--- src/rtl/mbus_pkg.sv ---
package mbus_pkg;

  typedef enum logic [1:0] {
    OP_NOP    = 2'b00,
    OP_READ   = 2'b01,
    OP_WRITE  = 2'b10,
    OP_PHYRST = 2'b11
  } mbus_op_e;

  typedef enum logic [2:0] {
    ST_IDLE,
    ST_SETUP,
    ST_ALE,
    ST_HOLD,
    ST_STRB,
    ST_FIN,
    ST_PRST
  } mbus_st_e;

endpackage

--- src/rtl/mbus_seq.sv ---
module mbus_seq
  import mbus_pkg::*;
#(
  parameter int SETUP_CYC = 1,
  parameter int ALE_CYC   = 2,
  parameter int HOLD_CYC  = 1,
  parameter int RD_CYC    = 4,
  parameter int WR_CYC    = 2,
  parameter int RST_CYC   = 16
) (
  input  logic     clk,
  input  logic     rst_n,
  input  logic     cmd_valid,
  input  mbus_op_e cmd_op,
  output logic     accept,
  output logic     load_data,
  output logic     cap_en,
  output logic     oe_nxt,
  output logic     cs_n,
  output logic     ale,
  output logic     rd_n,
  output logic     wr_n,
  output logic     prst_n,
  output logic     busy,
  output logic     done
);

  localparam int M1   = (RD_CYC > WR_CYC) ? RD_CYC : WR_CYC;
  localparam int M2   = (M1 > RST_CYC) ? M1 : RST_CYC;
  localparam int M3   = (M2 > ALE_CYC) ? M2 : ALE_CYC;
  localparam int M4   = (M3 > SETUP_CYC) ? M3 : SETUP_CYC;
  localparam int MAXC = (M4 > HOLD_CYC) ? M4 : HOLD_CYC;
  localparam int CW   = $clog2(MAXC + 1);

  localparam logic [CW-1:0] L_SETUP = CW'(SETUP_CYC - 1);
  localparam logic [CW-1:0] L_ALE   = CW'(ALE_CYC - 1);
  localparam logic [CW-1:0] L_HOLD  = CW'(HOLD_CYC - 1);
  localparam logic [CW-1:0] L_RD    = CW'(RD_CYC - 1);
  localparam logic [CW-1:0] L_WR    = CW'(WR_CYC - 1);
  localparam logic [CW-1:0] L_RST   = CW'(RST_CYC - 1);

  mbus_st_e      st_q, st_nxt;
  logic [CW-1:0] cnt_q, cnt_nxt;
  logic          is_rd_q, is_rd_nxt;
  logic          fin;

  always_comb begin
    st_nxt    = st_q;
    cnt_nxt   = cnt_q;
    is_rd_nxt = is_rd_q;
    accept    = 1'b0;
    fin       = 1'b0;
    case (st_q)
      ST_IDLE: begin
        if (cmd_valid && (cmd_op != OP_NOP)) begin
          accept = 1'b1;
          if (cmd_op == OP_PHYRST) begin
            st_nxt  = ST_PRST;
            cnt_nxt = L_RST;
          end else begin
            st_nxt    = ST_SETUP;
            cnt_nxt   = L_SETUP;
            is_rd_nxt = (cmd_op == OP_READ);
          end
        end
      end
      default: begin
        if (cnt_q != '0) begin
          cnt_nxt = cnt_q - CW'(1);
        end else begin
          case (st_q)
            ST_SETUP: begin st_nxt = ST_ALE;  cnt_nxt = L_ALE;  end
            ST_ALE:   begin st_nxt = ST_HOLD; cnt_nxt = L_HOLD; end
            ST_HOLD: begin
              st_nxt  = ST_STRB;
              cnt_nxt = is_rd_q ? L_RD : L_WR;
            end
            ST_STRB:  begin st_nxt = ST_FIN;  cnt_nxt = '0;     end
            default: begin
              st_nxt = ST_IDLE;
              fin    = 1'b1;
            end
          endcase
        end
      end
    endcase
  end

  // Strobe-edge enables for the datapath
  assign cap_en    = (st_q == ST_STRB) && (cnt_q == '0) && is_rd_q;
  assign load_data = (st_q == ST_HOLD) && (cnt_q == '0) && !is_rd_q;

  // Pin values for the next cycle, registered below to keep pins glitch-free
  logic cs_n_nxt, ale_nxt, rd_n_nxt, wr_n_nxt, prst_n_nxt, busy_nxt;

  always_comb begin
    cs_n_nxt   = !(st_nxt inside {ST_SETUP, ST_ALE, ST_HOLD, ST_STRB, ST_FIN});
    ale_nxt    = (st_nxt == ST_ALE);
    rd_n_nxt   = !((st_nxt == ST_STRB) && is_rd_nxt);
    wr_n_nxt   = !((st_nxt == ST_STRB) && !is_rd_nxt);
    prst_n_nxt = (st_nxt != ST_PRST);
    busy_nxt   = (st_nxt != ST_IDLE);
    oe_nxt     = (st_nxt inside {ST_SETUP, ST_ALE, ST_HOLD}) ||
                 (!is_rd_nxt && (st_nxt inside {ST_STRB, ST_FIN}));
  end

  always_ff @(posedge clk or negedge rst_n) begin
    if (!rst_n) begin
      st_q    <= ST_IDLE;
      cnt_q   <= '0;
      is_rd_q <= 1'b0;
      cs_n    <= 1'b1;
      ale     <= 1'b0;
      rd_n    <= 1'b1;
      wr_n    <= 1'b1;
      prst_n  <= 1'b1;
      busy    <= 1'b0;
      done    <= 1'b0;
    end else begin
      st_q    <= st_nxt;
      cnt_q   <= cnt_nxt;
      is_rd_q <= is_rd_nxt;
      cs_n    <= cs_n_nxt;
      ale     <= ale_nxt;
      rd_n    <= rd_n_nxt;
      wr_n    <= wr_n_nxt;
      prst_n  <= prst_n_nxt;
      busy    <= busy_nxt;
      done    <= fin;
    end
  end

endmodule

--- src/rtl/mbus_dpath.sv ---
module mbus_dpath #(
  parameter int BUS_W = 8
) (
  input  logic             clk,
  input  logic             rst_n,
  input  logic             accept,
  input  logic             load_data,
  input  logic             cap_en,
  input  logic             oe_nxt,
  input  logic [BUS_W-1:0] cmd_addr,
  input  logic [BUS_W-1:0] cmd_wdata,
  input  logic [BUS_W-1:0] ad_i,
  output logic [BUS_W-1:0] ad_o,
  output logic             ad_oe,
  output logic [BUS_W-1:0] rd_data
);

  logic [BUS_W-1:0] wdata_q;

  always_ff @(posedge clk or negedge rst_n) begin
    if (!rst_n) begin
      wdata_q <= '0;
      ad_o    <= '0;
      ad_oe   <= 1'b0;
      rd_data <= '0;
    end else begin
      ad_oe <= oe_nxt;
      if (accept) begin
        ad_o    <= cmd_addr;
        wdata_q <= cmd_wdata;
      end else if (load_data) begin
        ad_o <= wdata_q;
      end
      if (cap_en) begin
        rd_data <= ad_i;
      end
    end
  end

endmodule

--- src/rtl/mbus_irq_sync.sv ---
module mbus_irq_sync #(
  parameter int STAGES = 2
) (
  input  logic clk,
  input  logic rst_n,
  input  logic irq_in,
  output logic irq_out
);

  logic [STAGES-1:0] sync_q;

  for (genvar g = 0; g < STAGES; g++) begin : g_stage
    if (g == 0) begin : g_first
      always_ff @(posedge clk or negedge rst_n) begin
        if (!rst_n) sync_q[0] <= 1'b0;
        else        sync_q[0] <= irq_in;
      end
    end else begin : g_next
      always_ff @(posedge clk or negedge rst_n) begin
        if (!rst_n) sync_q[g] <= 1'b0;
        else        sync_q[g] <= sync_q[g-1];
      end
    end
  end

  assign irq_out = sync_q[STAGES-1];

endmodule

--- src/rtl/phy_mbus_master.sv ---
module phy_mbus_master
  import mbus_pkg::*;
#(
  parameter int BUS_W      = 8,
  parameter int SETUP_CYC  = 1,
  parameter int ALE_CYC    = 2,
  parameter int HOLD_CYC   = 1,
  parameter int RD_CYC     = 4,
  parameter int WR_CYC     = 2,
  parameter int RST_CYC    = 16,
  parameter int IRQ_STAGES = 2
) (
  input  logic             clk,
  input  logic             rst_n,
  input  logic             cmd_valid,
  input  logic [1:0]       cmd_op,
  input  logic [BUS_W-1:0] cmd_addr,
  input  logic [BUS_W-1:0] cmd_wdata,
  output logic             busy,
  output logic             done,
  output logic [BUS_W-1:0] rd_data,
  output logic             irq_level,
  output logic             mb_cs_n,
  output logic             mb_ale,
  output logic             mb_rd_n,
  output logic             mb_wr_n,
  output logic             phy_rst_n,
  output logic [BUS_W-1:0] mb_ad_o,
  output logic             mb_ad_oe,
  input  logic [BUS_W-1:0] mb_ad_i,
  input  logic             phy_irq
);

  // Reset: asserted asynchronously, released on the second clock edge
  logic [1:0] rst_pipe;
  logic       rst_sync_n;

  always_ff @(posedge clk or negedge rst_n) begin
    if (!rst_n) rst_pipe <= 2'b00;
    else        rst_pipe <= {rst_pipe[0], 1'b1};
  end
  assign rst_sync_n = rst_pipe[1];

  logic accept, load_data, cap_en, oe_nxt;

  mbus_seq #(
    .SETUP_CYC(SETUP_CYC), .ALE_CYC(ALE_CYC), .HOLD_CYC(HOLD_CYC),
    .RD_CYC(RD_CYC), .WR_CYC(WR_CYC), .RST_CYC(RST_CYC)
  ) u_seq (
    .clk       (clk),
    .rst_n     (rst_sync_n),
    .cmd_valid (cmd_valid),
    .cmd_op    (mbus_op_e'(cmd_op)),
    .accept    (accept),
    .load_data (load_data),
    .cap_en    (cap_en),
    .oe_nxt    (oe_nxt),
    .cs_n      (mb_cs_n),
    .ale       (mb_ale),
    .rd_n      (mb_rd_n),
    .wr_n      (mb_wr_n),
    .prst_n    (phy_rst_n),
    .busy      (busy),
    .done      (done)
  );

  mbus_dpath #(.BUS_W(BUS_W)) u_dpath (
    .clk       (clk),
    .rst_n     (rst_sync_n),
    .accept    (accept),
    .load_data (load_data),
    .cap_en    (cap_en),
    .oe_nxt    (oe_nxt),
    .cmd_addr  (cmd_addr),
    .cmd_wdata (cmd_wdata),
    .ad_i      (mb_ad_i),
    .ad_o      (mb_ad_o),
    .ad_oe     (mb_ad_oe),
    .rd_data   (rd_data)
  );

  mbus_irq_sync #(.STAGES(IRQ_STAGES)) u_irq (
    .clk     (clk),
    .rst_n   (rst_sync_n),
    .irq_in  (phy_irq),
    .irq_out (irq_level)
  );

endmodule

--- config.mk ---
export PLATFORM = sky130hd
export DESIGN_NAME = phy_mbus_master
export DESIGN_NICKNAME = d
export VERILOG_FILES = /design/src/rtl/mbus_pkg.sv /design/src/rtl/mbus_seq.sv /design/src/rtl/mbus_dpath.sv /design/src/rtl/mbus_irq_sync.sv /design/src/rtl/phy_mbus_master.sv
export SDC_FILE = /design/constraint.sdc
export NUM_CORES = 1
export LEC_CHECK = 0
export ABC_CLOCK_PERIOD_IN_PS = 3400
export BUFFER_PORTS_ARGS = -buffer_cell sky130_fd_sc_hd__clkbuf_2
export CAP_MARGIN = 15
export CORE_ASPECT_RATIO = 0.6
export CORE_UTILIZATION = 55
export DETAILED_ROUTE_END_ITERATION = 7
export PLACE_DENSITY = 0.82
export SLEW_MARGIN = 15
export SYNTH_ARGS = -nofsm -noshare
export SYNTH_HDL_FRONTEND = slang
export SYNTH_HIERARCHICAL = 1
export SYNTH_SLANG_ARGS = --single-unit
export TNS_END_PERCENT = 50
--- constraint.sdc ---
create_clock -name clk -period 3.4 [get_ports clk]
set_input_delay 0.17 -clock clk [delete_from_list [all_inputs] [get_ports clk]]
set_output_delay 0.17 -clock clk [all_outputs]
set_load 0.05 [all_outputs]
==> metrics.cfg, run 1 <==
[route]
drt-total-wl_um=4170
drc=0
antenna_left=0
firstDrtPassIters=4
post_drt_via_cell_ratio=5.49
wl_per_cell_um=15.2
drt_first_iter_violations=119
vias=1510

[cells_and_area]
nFillCells=242
area_growth_pct=20.5
drive_above_1_share_pct=40.0
multi_input_area_um2=811
final_nets=261
design_area_um2=2440
diodes=0
regArea_um2=1130

[critical_path]
worstReg2RegStart=u_seq/cnt_q[0]$_DFFE_PN0P_
slowest_stage=or4b_1
path_buf_inv=2
reg2reg_slack_ns=0.94
cp.depth=8
r2r-end=u_dpath/ad_o[2]$_DFFE_PN0P_
cp-end-kind=flip-flop
reg2reg_depth=8
crit_path_start=u_seq/cnt_q[0]$_DFFE_PN0P_
crit_family=simple AND/OR/NAND/NOR gates
crit_fanout=8
crit_type=flip-flop to flip-flop
arrival_ns=2.63
cpPeakStageDelay_ns=0.60
path_cells=inv_1, ha_1, or4b_1, or3_4, nor2_1, buf_4, mux2i_1, o21ai_0
worstPathRequired_ns=3.57
crit_path_start_kind=flip-flop

[logic_synthesis]
yosysSeqAreaShare_pct=55.8
synth_cell_type_count=48
synth_seq_cells=45
synth_ff_type=dfrtp_1
async_flop_share_pct=100
syn_area_um2=2030
avgSynthCellArea_um2=11.7
syn_inst=173
ys_warn_count=6
synth_edf_count=0
synth_nets=205

[sta]
clock_skew_ns=0.00550
worstMarginPinSlew_ns=0.911
setup_viol=0
rsz0062_at_grt=no
fmax_mhz=406
post-route-worst-setup-slack_ns=0.938
fin_setup_tns_ns=0
slew_violations=0
relSlewSlack_pct=39.3
finalCritPeriodShare_pct=72.4
hold_violations=0
period_needed_ns=2.46

[clocking]
cts_tree=built
cts_root_buffer=clkbuf_8
worst_skew_pair.late_latency_ns=0.29
cts_num_sinks=45
cts_buffer_depth=2
clk_pin_slew_ns=0.08
h-tree-depth=2
cts_made_buffers=5

[floorplan]
io_pins=55
coreArea_um2=3380
dieWidth_um=80.4
die_area_um2=3940
initial_core_util_pct=59.9
die-height_um=49.0
rows=16

[outcome]
outcome=finished clean

[run]
maxCapViolations=0

[worst_hold_path]
min_to=u_dpath/ad_o[6]$_DFFE_PN0P_
hold_start=cmd_addr[6]
holdPathStages=3
hp-class=input port to flip-flop

[power]
seqPwrFrac_pct=39.5
combPwrFrac_pct=42.8
peakVddDrop_mv=0.674
intPower_mw=1.31
netSwitchingPower_mw=0.979
p_leak_nw=1.17
netSwitchingFraction_pct=42.9
powerDensity_nw_per_um2=935
clockPowerShare_pct=17.8

[global_route]
grt_start_max_net_pins=44
grt_pass1_vias=1429
antenna_found_initial=0
grt-ovfl-total=0
grt_pass1_wl_um=7000
grt.total_usage_pct=23.8

[place]
place_ws_ns=0.942
io_buffers=54
placed_area_um2=2310
place.gp.congestion=0.885
hpwl_um=3100

[flip-flops by register name, summed over array words and instances, names as in the netlist, 2 cells and up]
| register | cells |
|---|---|
| u_seq/cnt_q | 5 |
| u_dpath/ad_o | 8 |
| u_dpath/wdata_q | 8 |
| u_dpath/rd_data | 8 |
| u_seq/st_q | 3 |
| rst_pipe | 2 |
[per-stage QoR]
step | total power, mW | cells | utilization (%) | hold slack (ns)
after detailed placement | 1.88 | 265 | 68.2 | -0.0431
after floorplan | 1.65 | 173 | - | -0.126
final | 2.28 | 275 | 72.2 | 0.0851
after global routing | 2.43 | 275 | 72.2 | 0.0916
after global placement | 1.83 | 265 | 68.2 | -0.0424
after CTS | 2.29 | 275 | 72.2 | 0.0739
[tightest hold or removal path, delay by kind of cell]
kind / cells / cell delay [ns]
AND/OR/NAND/NOR: 1 / 0.04
buffers and inverters: 1 / 0.08
AO/OA/AOI/OAI: 1 / 0.06
[worst max path at each step]
stage	to	slack (ns)
finish	u_dpath/ad_o[2]$_DFFE_PN0P_	0.94
global route	u_dpath/ad_o[4]$_DFFE_PN0P_	0.81
CTS	u_dpath/ad_o[2]$_DFFE_PN0P_	0.96
detailed placement	u_dpath/ad_o[2]$_DFFE_PN0P_	0.94
global placement	u_dpath/ad_o[3]$_DFFE_PN0P_	1.07
floorplan	u_dpath/ad_o[3]$_DFFE_PN0P_	1.20
[cell usage in the layout, fill, tap and decap left out, types with 2 or more instances in the layout]
cell | netlist | final
a22o_1 | 2 | 2
nand2_1 | 19 | 19
mux2_2 | 12 | 12
dfstp_2 | 4 | 4
o21ai_1 | 4 | 4
mux2_4 | 4 | 4
nor2b_1 | 2 | 2
nor3_1 | 2 | 2
o21ai_0 | 15 | 15
nand2b_1 | 3 | 3
clkbuf_2 | 0 | 54
nand3_1 | 2 | 2
dfrtp_1 | 41 | 40
buf_4 | 1 | 3
a21oi_1 | 3 | 3
mux2i_1 | 9 | 9
dlygate4sd3_1 | 0 | 2
ha_1 | 2 | 2
nor2_1 | 9 | 9
inv_1 | 4 | 4
clkbuf_8 | 0 | 6
[power groups by stage]
| stage | logic [mW] | clock network [mW] | registers, mW |
|---|---|---|---|
| 3_3_place_gp | 0.938 | 0 | 0.891 |
| 4_1_cts | 0.979 | 0.417 | 0.897 |
| 2_1_floorplan | 0.515 | 0 | 1.14 |
| 6_report | 0.977 | 0.406 | 0.902 |
| 5_1_grt | 1.06 | 0.445 | 0.924 |
| 3_5_place_dp | 0.973 | 0 | 0.903 |
[repair_timing]
action,4_1_cts,5_1_grt
buffers inserted,0,0
setup endpoints to repair,0,0
resized for setup,0,0
hold buffers,2,0
endpoints found under the hold margin,3,0
[logic make-up (layout without fill, tap and decap cells)]
group / after synthesis / in the layout / synth area share, %
XOR/XNOR: 1 / 1 / 0.432
AND/OR/NAND/NOR: 50 / 50 / 13.3
other: 1 / 1 / 0.185
adder cells (fa/ha/maj): 2 / 2 / 1.23
flip-flops: 45 / 45 / 55.8
AO/OA/AOI/OAI: 35 / 35 / 10.7
buffers and inverters: 14 / 71 / 4.26
multiplexers: 25 / 25 / 14.1
[cells in the mapped netlist, types with 2 or more instances]
cell type  count  share of area [%]
a21oi_1        3               0.74
a22o_1         2               0.86
buf_2          3               0.74
buf_6          2                1.1
clkbuf_1       3               0.56
dfrtp_1       41                 51
dfstp_2        4                5.2
ha_1           2                1.2
inv_1          4               0.74
mux2_2        12                6.7
mux2_4         4                3.0
mux2i_1        9                4.4
nand2_1       19                3.5
nand2b_1       3               0.93
nand3_1        2               0.49
nor2_1         9                1.7
nor2b_1        2               0.62
nor3_1         2               0.49
o21ai_0       15                3.7
o21ai_1        4               0.99
[per-layer routing]
layer | vias up | part of all wire [%] | global-route usage [%]
met5 | - | 0 | 0
met2 | 78 | 45 | 35.2
met1 | 715 | 45 | 34.9
met4 | 0 | 0 | 2.68
li1 | 717 | - | -
met3 | 0 | 10 | 8.60
[final cells by class]
class,count,area share (%)
repair buffers,59,12.8
flip-flops and latches,45,46.3
clock buffers,7,3.53
well taps,45,2.30
clock inverters,1,1.23
inverters,4,0.614
multi-input cells,114,33.2
Power figures use the tool's default switching activity.
==> run 2: changes to the inputs <==
--- a/config.mk
+++ b/config.mk
@@ -5,13 +5,14 @@
 export SDC_FILE = /design/constraint.sdc
 export NUM_CORES = 1
 export LEC_CHECK = 0
-export ABC_CLOCK_PERIOD_IN_PS = 3400
+export ABC_AREA = 1
+export ABC_CLOCK_PERIOD_IN_PS = 2460
 export BUFFER_PORTS_ARGS = -buffer_cell sky130_fd_sc_hd__clkbuf_2
 export CAP_MARGIN = 15
 export CORE_ASPECT_RATIO = 0.6
-export CORE_UTILIZATION = 55
+export CORE_UTILIZATION = 52
 export DETAILED_ROUTE_END_ITERATION = 7
-export PLACE_DENSITY = 0.82
+export PLACE_DENSITY = 0.78
 export SLEW_MARGIN = 15
 export SYNTH_ARGS = -nofsm -noshare
 export SYNTH_HDL_FRONTEND = slang
==> constraint.sdc (replaced) <==
create_clock -name clk -period 2.46 [get_ports clk]
set_input_delay 0.123 -clock clk [delete_from_list [all_inputs] [get_ports clk]]
set_output_delay 0.123 -clock clk [all_outputs]
set_load 0.05 [all_outputs]
==> metrics.cfg, run 2 <==
[sta]
rsz0062_at_grt=no
hold_violations=0
finalCritPeriodShare_pct=70.6
relSlewSlack_pct=40.3
fmax_mhz=576
worstMarginPinSlew_ns=0.895
period_needed_ns=1.74
slew_violations=0
clock_skew_ns=0.0118
setup_viol=0
fin_setup_tns_ns=0

[critical_path]
crit_path_frequent_cell=inv_1
slowest_stage=dfrtp_1
crit_family=simple AND/OR/NAND/NOR gates
cpPeakStageDelay_ns=0.40
path_cells=inv_1, ha_1, inv_1, nor2_1, nand2_2, nor3_1, buf_4, o21ai_0
crit_type=flip-flop to flip-flop
arrival_ns=1.90
cp-end-kind=flip-flop
path_buf_inv=3
crit_path_start_kind=flip-flop
worstPathRequired_ns=2.63
crit_fanout=16

[route]
drt_first_iter_violations=126
vias=1707
wl_per_cell_um=12.1
drt-total-wl_um=4250
drc=0
firstDrtPassIters=5
post_drt_via_cell_ratio=4.85
antenna_left=0

[floorplan]
initial_core_util_pct=55.5
io_pins=55
coreArea_um2=3740
die-height_um=51.0
die_area_um2=4260
rows=17
dieWidth_um=83.6

[power]
peakVddDrop_mv=0.838
p_total_mw=3.79
p_leak_nw=1.37
powerDensity_nw_per_um2=1510

[global_route]
grt.total_usage_pct=22.4
grt-ovfl-total=0
grt_pass1_wl_um=7280
grt_pass1_vias=1576
grt_start_max_net_pins=44
antenna_found_initial=0

[cells_and_area]
multi_input_area_um2=791
design_area_um2=2520
regArea_um2=1130
area_growth_pct=21.3
mostFrequentLayoutCell=nand2_1
largestRegisters=u_dpath/ad_o (8), u_dpath/rd_data (8), u_dpath/wdata_q (8)
nFillCells=310
diodes=0
final_util_pct=67.3
drive_above_1_share_pct=30.8
final_nets=336
mostFrequentLayoutCells=80 x nand2_1, 54 x clkbuf_2, 40 x dfrtp_1

[place]
place.gp.congestion=0.900
placed_area_um2=2390
io_buffers=54
hpwl_um=3070

[logic_synthesis]
synth_seq_cells=45
synth_ff_type=dfrtp_1
synth_nets=275
synth_top_cell_by_area=dfrtp_1
syn_inst=243
avgSynthCellArea_um2=8.55
synth_most_common_cell=nand2_1
syn_area_um2=2080
async_flop_share_pct=100
synth_cell_type_count=26
synth_top_area_share_pct=49.4
synth_common_cells=80 x nand2_1, 41 x dfrtp_1, 23 x nand3_1
ys_warn_count=6
synth_edf_count=0
synthTopCellsByArea=dfrtp_1 49%, nand2_1 14%, nand3_1 5.5%
yosysSeqAreaShare_pct=54.5

[run]
maxCapViolations=0

[clocking]
cts_buffer_depth=2
cts_made_buffers=5
clk_pin_slew_ns=0.09
cts_root_buffer=clkbuf_8
cts_num_sinks=45
worst_skew_pair.late_latency_ns=0.30
cts_setup_buffers=0
h-tree-depth=2
cts_tree=built

[outcome]
outcome=finished clean

[worst_hold_path]
hp-class=input port to flip-flop

==> run 2: layer usage <==
| metal | up-vias | global-route usage [%] | wire length, µm | part of all wire, % |
|---|---|---|---|---|
| met5 | - | 0 | 0 | 0 |
| met3 | 2 | 8.89 | 335 | 7.9 |
| met1 | 757 | 31.9 | 2070 | 49 |
| li1 | 879 | - | - | - |
| met4 | 0 | 3.39 | 7 | 0.16 |
| met2 | 69 | 33.3 | 1840 | 43 |
==> run 2: worst register-to-register path: stages, from the launching register on <==
cell     delay, ns
dfrtp_1       0.40
inv_1         0.13
ha_1          0.20
inv_1         0.06
nor2_1        0.11
nand2_2       0.15
nor3_1        0.19
buf_4         0.23
o21ai_0       0.14
==> run 2: cell families (layout without fill, tap and decap cells) <==
logic type               after synthesis  count (layout)  share of synthesized area, %
adder cells (fa/ha/maj)                2               2                          1.20
AO/OA/AOI/OAI                         22              22                          5.60
other                                  1               1                         0.181
buffers and inverters                 33              95                          7.47
AND/OR/NAND/NOR                      139             139                          30.7
flip-flops                            45              45                          54.5
XOR/XNOR                               1               1                         0.422
==> run 2: area by class of cell <==
type | count | area share [%]
clock buffer | 6 | 2.88
clock inverter | 2 | 1.54
inverter | 28 | 4.47
multi-input combinational | 165 | 31.4
sequential | 45 | 45.0
tap | 47 | 2.33
timing repair buffer | 59 | 12.4
==> run 2: worst paths after layout <==
kind / start / to / slack [ns] / cells after the start
max: u_seq/cnt_q[0]$_DFFE_PN0P_ / u_dpath/rd_data[2]$_DFFE_PN0P_ / 0.72 / 8
min: cmd_wdata[0] / u_dpath/wdata_q[0]$_DFFE_PN0P_ / 0.01 / 3
max reg2reg: u_seq/cnt_q[0]$_DFFE_PN0P_ / u_dpath/rd_data[2]$_DFFE_PN0P_ / 0.72 / 8
min reg2reg: rst_pipe[0]$_DFF_PN0_ / rst_pipe[1]$_DFF_PN0_ / 0.36 / 0
max in group asynchronous: rst_pipe[1]$_DFF_PN0_ / u_dpath/rd_data[0]$_DFFE_PN0P_ / 1.51 / 0
min in group asynchronous: rst_n / rst_pipe[0]$_DFF_PN0_ / 0.14 / 2
==> run 2: stage by stage <==
step / std cells / hold WS [ns] / setup WS, ns
after floorplan: 243 / -0.173 / 0.783
after global placement: 342 / -0.0896 / 0.793
after detailed placement: 342 / -0.0892 / 0.774
after CTS: 352 / 0.0129 / 0.741
after global routing: 352 / 0.0166 / 0.578
final: 352 / 0.0139 / 0.723
==> run 2: where the power goes <==
part           internal (mW)  switching [mW]  leakage (nW)
Sequential              1.08           0.216         0.543
Combinational          0.504            1.44         0.774
Clock                  0.305           0.247        0.0554
==> run 2: what timing repair did <==
item                                   CTS  global route
hold buffers                             2             0
endpoints found under the hold margin    3             0
gates resized for setup                  0             0
setup endpoints to repair                0             0
